### config.mk
export PLATFORM = sky130hd
export DESIGN_NAME = reload_timer12
export DESIGN_NICKNAME = d
export VERILOG_FILES = /design/src/rtl/timer12_pkg.sv /design/src/rtl/timer12_clksel.sv /design/src/rtl/timer12_core.sv /design/src/rtl/timer12_regs.sv /design/src/rtl/reload_timer12.sv
export SDC_FILE = /design/constraint.sdc
export NUM_CORES = 1
export LEC_CHECK = 0
export ABC_AREA = 1
export BUFFER_PORTS_ARGS = -buffer_cell sky130_fd_sc_hd__buf_2
export CAP_MARGIN = 20
export CORE_MARGIN = 2
export CORE_UTILIZATION = 55
export CTS_BUF_LIST = sky130_fd_sc_hd__clkbuf_16
export DETAILED_ROUTE_END_ITERATION = 6
export GPL_ROUTABILITY_DRIVEN = 0
export PLACE_DENSITY = 0.77
export SYNTH_ARGS = -nofsm -noshare
export SYNTH_HDL_FRONTEND = slang
export SYNTH_HIERARCHICAL = 1
export SYNTH_SLANG_ARGS = --single-unit
### constraint.sdc
create_clock -name clk -period 2.1 [get_ports clk]
set_input_delay 0.42 -clock clk [delete_from_list [all_inputs] [get_ports clk]]
set_output_delay 0.42 -clock clk [all_outputs]
set_load 0.05 [all_outputs]
### src/rtl/timer12_pkg.sv
// Shared encodings for the 12-bit reloading timer.
// Assumes a byte-wide register port with a 3-bit address.
package timer12_pkg;
    typedef enum logic [1:0] {
        CS_OFF  = 2'b00,
        CS_SLOW = 2'b01,
        CS_CPU  = 2'b10,
        CS_FAST = 2'b11
    } clk_sel_e;

    localparam logic [2:0] A_CSR  = 3'd0;
    localparam logic [2:0] A_CNTH = 3'd1;
    localparam logic [2:0] A_CNTL = 3'd2;
    localparam logic [2:0] A_RLDH = 3'd3;
    localparam logic [2:0] A_RLDL = 3'd4;
    localparam logic [2:0] A_CMPH = 3'd5;
    localparam logic [2:0] A_CMPL = 3'd6;

    localparam int B_CMPIE = 0;
    localparam int B_OVFIE = 1;
    localparam int B_OVF   = 2;
    localparam int B_SEL   = 3;
    localparam int B_CMPF  = 5;
endpackage

### src/rtl/timer12_clksel.sv
// Counting-source selector: turns the 2-bit select and three strobes into
// a single counting step. Assumes strobes are one system-clock cycle wide.
module timer12_clksel
    import timer12_pkg::*;
(
    input  logic       clk,
    input  logic       rst_n,
    input  clk_sel_e   sel,
    input  logic       slow_tick,
    input  logic       cpu_tick,
    input  logic       fast_tick,
    output logic       tick
);
    localparam int NSRC = 3;

    logic [NSRC:1] src;
    logic [NSRC:1] hit;

    assign src = {fast_tick, cpu_tick, slow_tick};

    // One comparator per source; code 0 has no source and so never counts.
    for (genvar i = 1; i <= NSRC; i++) begin : g_src
        assign hit[i] = (sel == clk_sel_e'(i)) && src[i];
    end

    assign tick = |hit;

    p_off_no_step_r2: assert property (@(posedge clk) disable iff (!rst_n)
        (sel == CS_OFF) |-> !tick);
    p_step_single_source_r2: assert property (@(posedge clk) disable iff (!rst_n)
        $onehot0(hit));
endmodule

### src/rtl/timer12_core.sv
// Counter datapath: counts up on each step, reloads past the top code and
// emits one-cycle overflow and match events. Assumes reload and match
// values are stable registers owned by the register block.
module timer12_core #(
    parameter int CNT_W = 12
) (
    input  logic             clk,
    input  logic             rst_n,
    input  logic             tick,
    input  logic [CNT_W-1:0] reload_val,
    input  logic [CNT_W-1:0] cmp_val,
    output logic [CNT_W-1:0] cnt,
    output logic             ovf_evt,
    output logic             cmp_evt
);
    localparam logic [CNT_W-1:0] TOP = '1;

    logic             at_top;
    logic [CNT_W-1:0] next_cnt;

    // Next value: reload past the top code, otherwise increment.
    always_comb begin
        at_top   = (cnt == TOP);
        next_cnt = at_top ? reload_val : cnt + CNT_W'(1);
    end

    assign ovf_evt = tick && at_top;
    assign cmp_evt = tick && (next_cnt == cmp_val);

    // Counter register, advanced only on a counting step.
    always_ff @(posedge clk) begin
        if (!rst_n)    cnt <= '0;
        else if (tick) cnt <= next_cnt;
    end

    p_hold_idle_r2: assert property (@(posedge clk) disable iff (!rst_n)
        !tick |=> $stable(cnt));
    p_step_inc_r2: assert property (@(posedge clk) disable iff (!rst_n)
        (tick && cnt != TOP) |=> cnt == $past(cnt) + CNT_W'(1));
    p_wrap_reload_r3: assert property (@(posedge clk) disable iff (!rst_n)
        (tick && cnt == TOP) |=> cnt == $past(reload_val));
endmodule

### src/rtl/timer12_regs.sv
// Register file: control/status, counter snapshot, reload and match
// registers, sticky flags and the interrupt. Assumes CNT_W is 9..16 so the
// count splits into one high and one low byte.
module timer12_regs
    import timer12_pkg::*;
#(
    parameter int CNT_W = 12
) (
    input  logic             clk,
    input  logic             rst_n,
    input  logic [2:0]       addr,
    input  logic             wr_en,
    input  logic             rd_en,
    input  logic [7:0]       wdata,
    input  logic [CNT_W-1:0] cnt,
    input  logic             ovf_evt,
    input  logic             cmp_evt,
    output logic [7:0]       rdata,
    output clk_sel_e         sel,
    output logic [CNT_W-1:0] reload_val,
    output logic [CNT_W-1:0] cmp_val,
    output logic             irq
);
    localparam int HI_W = CNT_W - 8;

    logic       ovf_ie, cmp_ie, ovf_flag, cmp_flag;
    logic [7:0] snap_lo;
    logic       csr_rd, csr_wr;

    assign csr_rd = rd_en && (addr == A_CSR);
    assign csr_wr = wr_en && (addr == A_CSR);

    // Software-writable control and value registers.
    always_ff @(posedge clk) begin
        if (!rst_n) begin
            sel        <= CS_OFF;
            ovf_ie     <= 1'b0;
            cmp_ie     <= 1'b0;
            reload_val <= '0;
            cmp_val    <= '0;
        end else if (wr_en) begin
            case (addr)
                A_CSR: begin
                    sel    <= clk_sel_e'(wdata[B_SEL+1:B_SEL]);
                    ovf_ie <= wdata[B_OVFIE];
                    cmp_ie <= wdata[B_CMPIE];
                end
                A_RLDH: reload_val[CNT_W-1:8] <= wdata[HI_W-1:0];
                A_RLDL: reload_val[7:0]       <= wdata;
                A_CMPH: cmp_val[CNT_W-1:8]    <= wdata[HI_W-1:0];
                A_CMPL: cmp_val[7:0]          <= wdata;
                default: ;
            endcase
        end
    end

    // Sticky flags: hardware set beats a status-read clear.
    always_ff @(posedge clk) begin
        if (!rst_n) begin
            ovf_flag <= 1'b0;
            cmp_flag <= 1'b0;
        end else begin
            ovf_flag <= ovf_evt || (ovf_flag && !csr_rd);
            cmp_flag <= cmp_evt || (cmp_flag && !csr_rd);
        end
    end

    // Low-byte snapshot, captured when the high byte is read.
    always_ff @(posedge clk) begin
        if (!rst_n)                           snap_lo <= '0;
        else if (rd_en && addr == A_CNTH)     snap_lo <= cnt[7:0];
    end

    // Read multiplexer.
    always_comb begin
        rdata = '0;
        case (addr)
            A_CSR: begin
                rdata[B_SEL+1:B_SEL] = sel;
                rdata[B_OVFIE]       = ovf_ie;
                rdata[B_CMPIE]       = cmp_ie;
                rdata[B_OVF]         = ovf_flag;
                rdata[B_CMPF]        = cmp_flag;
            end
            A_CNTH: rdata = {{(8-HI_W){1'b0}}, cnt[CNT_W-1:8]};
            A_CNTL: rdata = snap_lo;
            A_RLDH: rdata = {{(8-HI_W){1'b0}}, reload_val[CNT_W-1:8]};
            A_RLDL: rdata = reload_val[7:0];
            A_CMPH: rdata = {{(8-HI_W){1'b0}}, cmp_val[CNT_W-1:8]};
            A_CMPL: rdata = cmp_val[7:0];
            default: rdata = '0;
        endcase
    end

    // Level interrupt from the enabled flags.
    assign irq = (ovf_flag && ovf_ie) || (cmp_flag && cmp_ie);

    p_ovf_set_r4: assert property (@(posedge clk) disable iff (!rst_n)
        ovf_evt |=> ovf_flag);
    p_cmp_set_r6: assert property (@(posedge clk) disable iff (!rst_n)
        cmp_evt |=> cmp_flag);
    p_rd_clears_r5: assert property (@(posedge clk) disable iff (!rst_n)
        (csr_rd && !ovf_evt && !cmp_evt) |=> (!ovf_flag && !cmp_flag));
    p_irq_holds_r7: assert property (@(posedge clk) disable iff (!rst_n)
        (irq && !csr_rd && !csr_wr) |=> irq);
endmodule

### src/rtl/reload_timer12.sv
// Top level of the 12-bit reloading timer: source selector, counter core
// and register file. Assumes all strobes are synchronous to clk.
module reload_timer12
    import timer12_pkg::*;
#(
    parameter int CNT_W = 12
) (
    input  logic       clk,
    input  logic       rst_n,
    input  logic       slow_tick,
    input  logic       cpu_tick,
    input  logic       fast_tick,
    input  logic [2:0] addr,
    input  logic       wr_en,
    input  logic       rd_en,
    input  logic [7:0] wdata,
    output logic [7:0] rdata,
    output logic       irq
);
    clk_sel_e         sel;
    logic             tick, ovf_evt, cmp_evt;
    logic [CNT_W-1:0] cnt, reload_val, cmp_val;

    timer12_clksel u_clksel (
        .clk(clk), .rst_n(rst_n), .sel(sel),
        .slow_tick(slow_tick), .cpu_tick(cpu_tick), .fast_tick(fast_tick),
        .tick(tick)
    );

    timer12_core #(.CNT_W(CNT_W)) u_core (
        .clk(clk), .rst_n(rst_n), .tick(tick),
        .reload_val(reload_val), .cmp_val(cmp_val),
        .cnt(cnt), .ovf_evt(ovf_evt), .cmp_evt(cmp_evt)
    );

    timer12_regs #(.CNT_W(CNT_W)) u_regs (
        .clk(clk), .rst_n(rst_n), .addr(addr), .wr_en(wr_en), .rd_en(rd_en),
        .wdata(wdata), .cnt(cnt), .ovf_evt(ovf_evt), .cmp_evt(cmp_evt),
        .rdata(rdata), .sel(sel), .reload_val(reload_val), .cmp_val(cmp_val),
        .irq(irq)
    );

    p_rst_quiet_r1: assert property (@(posedge clk)
        !rst_n |=> (!irq && cnt == '0));
endmodule

==> flow_metrics.py <==
metrics = {
    "layout": {
        "layout_commonest_cell": "nand2_1",
        "final_cells": 638,
        "layout-drive-gt1-share_pct": 15.37,
        "final_cell_mix": "152 x nand2_1, 82 x nor2_1, 73 x inv_1, 47 x nand3_1, 47 x dfxtp_1",
        "fin_area_sq_um": 3661,
        "area_growth_syn_to_layout_pct": 14.30,
        "diodes": 0,
        "nets": 584,
    },
    "timing": {
        "fin_crit_sh_pct": 94.99,
        "hold_viol": 0,
        "finalSetupViolations": 0,
        "tns_ns": 0,
        "fin_ws_ns": 0.1052,
        "worstMarginPinSlew_ns": 0.5000,
        "report.final.slew_viol_count": 0,
        "fin_worst_skew_ns": 0.004813,
        "max_freq_mhz": 501.3,
        "slew_headroom_pct": 66.63,
        "period_minus_slack_ns": 1.995,
        "holdWs_ns": 0.3658,
        "grt_setup_unrepaired": "yes",
    },
    "yosys": {
        "synth_top_area_share_pct": 31.25,
        "mappedNetlistNets": 550,
        "ys_seq_elements": 50,
        "ys_warn_count": 6,
        "syn_avg_cell_area_sq_um": 6.032,
        "synth_cell_type_count": 34,
        "yosysTopAreaCell": "dfxtp_1",
        "synth.yosys.seq_area_share_pct": 31.25,
        "ys_top_cells_by_area": "dfxtp_1 31%, nand2_1 18%, nor2_1 9.8%",
        "synth_cells": 531,
        "syn_area_sq_um": 3203,
    },
    "clock_network": {
        "htreeDepth": 2,
        "clk_pin_slew_ns": 0.07,
        "cts_max_path_buffers": 2,
        "cts-root-buf": "clkbuf_16",
        "cts_tree": "done",
        "insertion_delay_ns": 0.29,
        "holdBufCountCts": 0,
        "cts.sinks": 50,
        "cts_buffers": 5,
    },
    "setup_path": {
        "critical-path-max-stage-delay_ns": 0.25,
        "cp_data_arrival_time_ns": 1.57,
        "cp.required_ns": 1.68,
        "crit_type": "primary input to output port",
        "critPathMostFrequentCell": "buf_2",
        "reg2reg_depth": 13,
        "crit_path_end_kind": "output port",
        "cp_cell_sequence": "buf_2 > clkinv_2 > nand3_1 > o21ai_0 > inv_1 > nand2_1 > buf_2",
        "cp_max_fo": 15,
        "cp-start-kind": "primary input",
        "crit_path_top_delay_cell": "buf_2",
    },
    "die": {
        "core.rowCount": 27,
        "die_w_um": 80.32,
        "initial_core_util_pct": 57.46,
        "core-area_sq_um": 5574,
        "dieArea_sq_um": 6451,
        "pin_count": 27,
        "fp.dieH_um": 80.32,
    },
    "place": {
        "dp_hpwl_um": 6948,
        "port_buffers": 26,
        "placed_area_sq_um": 3430,
        "dp.cells": 625,
        "pre_cts_slack_ns": 0.05027,
    },
    "global_routing": {
        "grt-ovfl-total": 0,
        "grt_pass1_wl_um": 15140,
        "grt_max_degree": 20,
        "grt_pass1_vias": 3190,
        "antenna_found_initial": 0,
        "track_usage_pct": 30.57,
    },
    "pwr": {
        "irDropWorstVdd_mv": 0.4738,
        "combPwrFrac_pct": 12.2,
        "seqPwrFrac_pct": 48.2,
        "leakagePower_uw": 0.001796,
        "power_switching_uw": 585.4,
        "p_sw_share_pct": 28.04,
        "pwr_density_cell_nw_per_um2": 570.2,
        "p_int_uw": 1502,
        "pwr-share-clk_pct": 39.6,
    },
    "drt": {
        "num_vias": 3547,
        "routedWlPerCell_um": 14.88,
        "drcViolationCount": 0,
        "drtIter0Drc": 442,
        "avgViaCountPerCell": 5.560,
        "wl_um": 9494,
        "ant_nets": 0,
        "firstDrtPassIters": 6,
    },
    "run_status": {
        "outcome": "completed",
    },
    "hold_path": {
        "hold_depth": 3,
        "hp-class": "primary input to flip-flop",
    },
    "job": {
        "cap_viol_max_count": 0,
    },
}
[kinds of logic (layout without fill, tap and decap cells)]
| group | Yosys count | in the layout | share of synthesized area [%] |
|---|---|---|---|
| compound gates | 40 | 40 | 6.836 |
| xor+xnor | 4 | 4 | 1.094 |
| buf+inv | 100 | 134 | 13.05 |
| simple gates | 336 | 337 | 47.38 |
| flops | 50 | 50 | 31.25 |
| fa+ha+maj | 1 | 1 | 0.3906 |
[critical path, delay by kind of cell]
kind	cells	cell delay, ns
AND/OR/NAND/NOR	2	0.23
AO/OA/AOI/OAI	1	0.22
buffers and inverters	4	0.70
[repair_timing]
action,4_1_cts,5_1_grt
endpoints found under the setup margin,0,3
gates resized for setup,0,13
setup buffers,0,4
[metrics by stage]
stage | util (%) | total power, uW
final | 65.68 | 2087
after global routing | 65.68 | 2160
after CTS | 64.22 | 2087
after detailed placement | 61.53 | 1271
after global placement | 61.53 | 1265
after floorplan | - | 1185
[registers in the layout, summed over array words and instances, names as in the netlist]
signal / flops
u_core/cnt: 12
u_regs/cmp_val: 12
u_regs/reload_val: 12
u_regs/snap_lo: 8
u_regs/sel: 2
u_regs/cmp_flag: 1
u_regs/cmp_ie: 1
u_regs/ovf_flag: 1
u_regs/ovf_ie: 1
[synthesized netlist by cell type]
cell type,number
clkinv_1,1
buf_6,3
nand3_4,1
xor2_1,3
nor3_1,1
o211ai_2,1
nand3b_1,3
buf_4,3
or2_0,1
nand4_1,29
o21ai_1,1
a21oi_1,19
buf_2,7
buf_1,1
o21ai_0,15
inv_1,73
nor2_4,3
xnor2_1,1
nand4_4,1
clkbuf_1,7
nor2_1,84
a22o_1,1
ha_1,1
nand2_1,153
nand3_2,3
dfxtp_1,50
nand2_2,4
o21bai_1,1
inv_2,5
o211ai_1,2
or2_1,1
nand4_2,2
nand3_1,47
nor2_2,3
[power by group through the flow]
stage	clock, uW	sequential [uW]	combinational [uW]
after floorplan	0	1010	170
final	827	1010	254
after CTS	836	1000	247
after global routing	869	1010	283
after global placement	0	1030	239
after detailed placement	0	1030	245
[layer usage]
layer	global-route usage, %	routed length (um)	vias up
met5	0	0	-
met4	10.68	220	0
met3	5.056	1034	32
met2	49.08	4339	219
met1	41.41	3899	1555
li1	-	-	1741
[area by class of cell]
type                    instances  area (sq um)
repair buffers                 47         287.8
clock inverters                 3         25.02
flip-flops and latches         50          1007
multi-input cells             382          1826
clock buffers                   5         125.1
inverters                      79         300.3
well taps                      72         90.09
fillers                       540          1913
[final timing paths]
check	start	to	slack, ns
setup / recovery	addr[0]	rdata[4]	0.11
hold / removal	wdata[5]	u_regs/reload_val[5]	0.37
setup reg to reg	u_core/cnt[7]	u_regs/cmp_flag	0.12
hold reg to reg	u_regs/snap_lo[6]	u_regs/snap_lo[6]	0.49
Note: power is estimated with default switching activity, not from simulation.
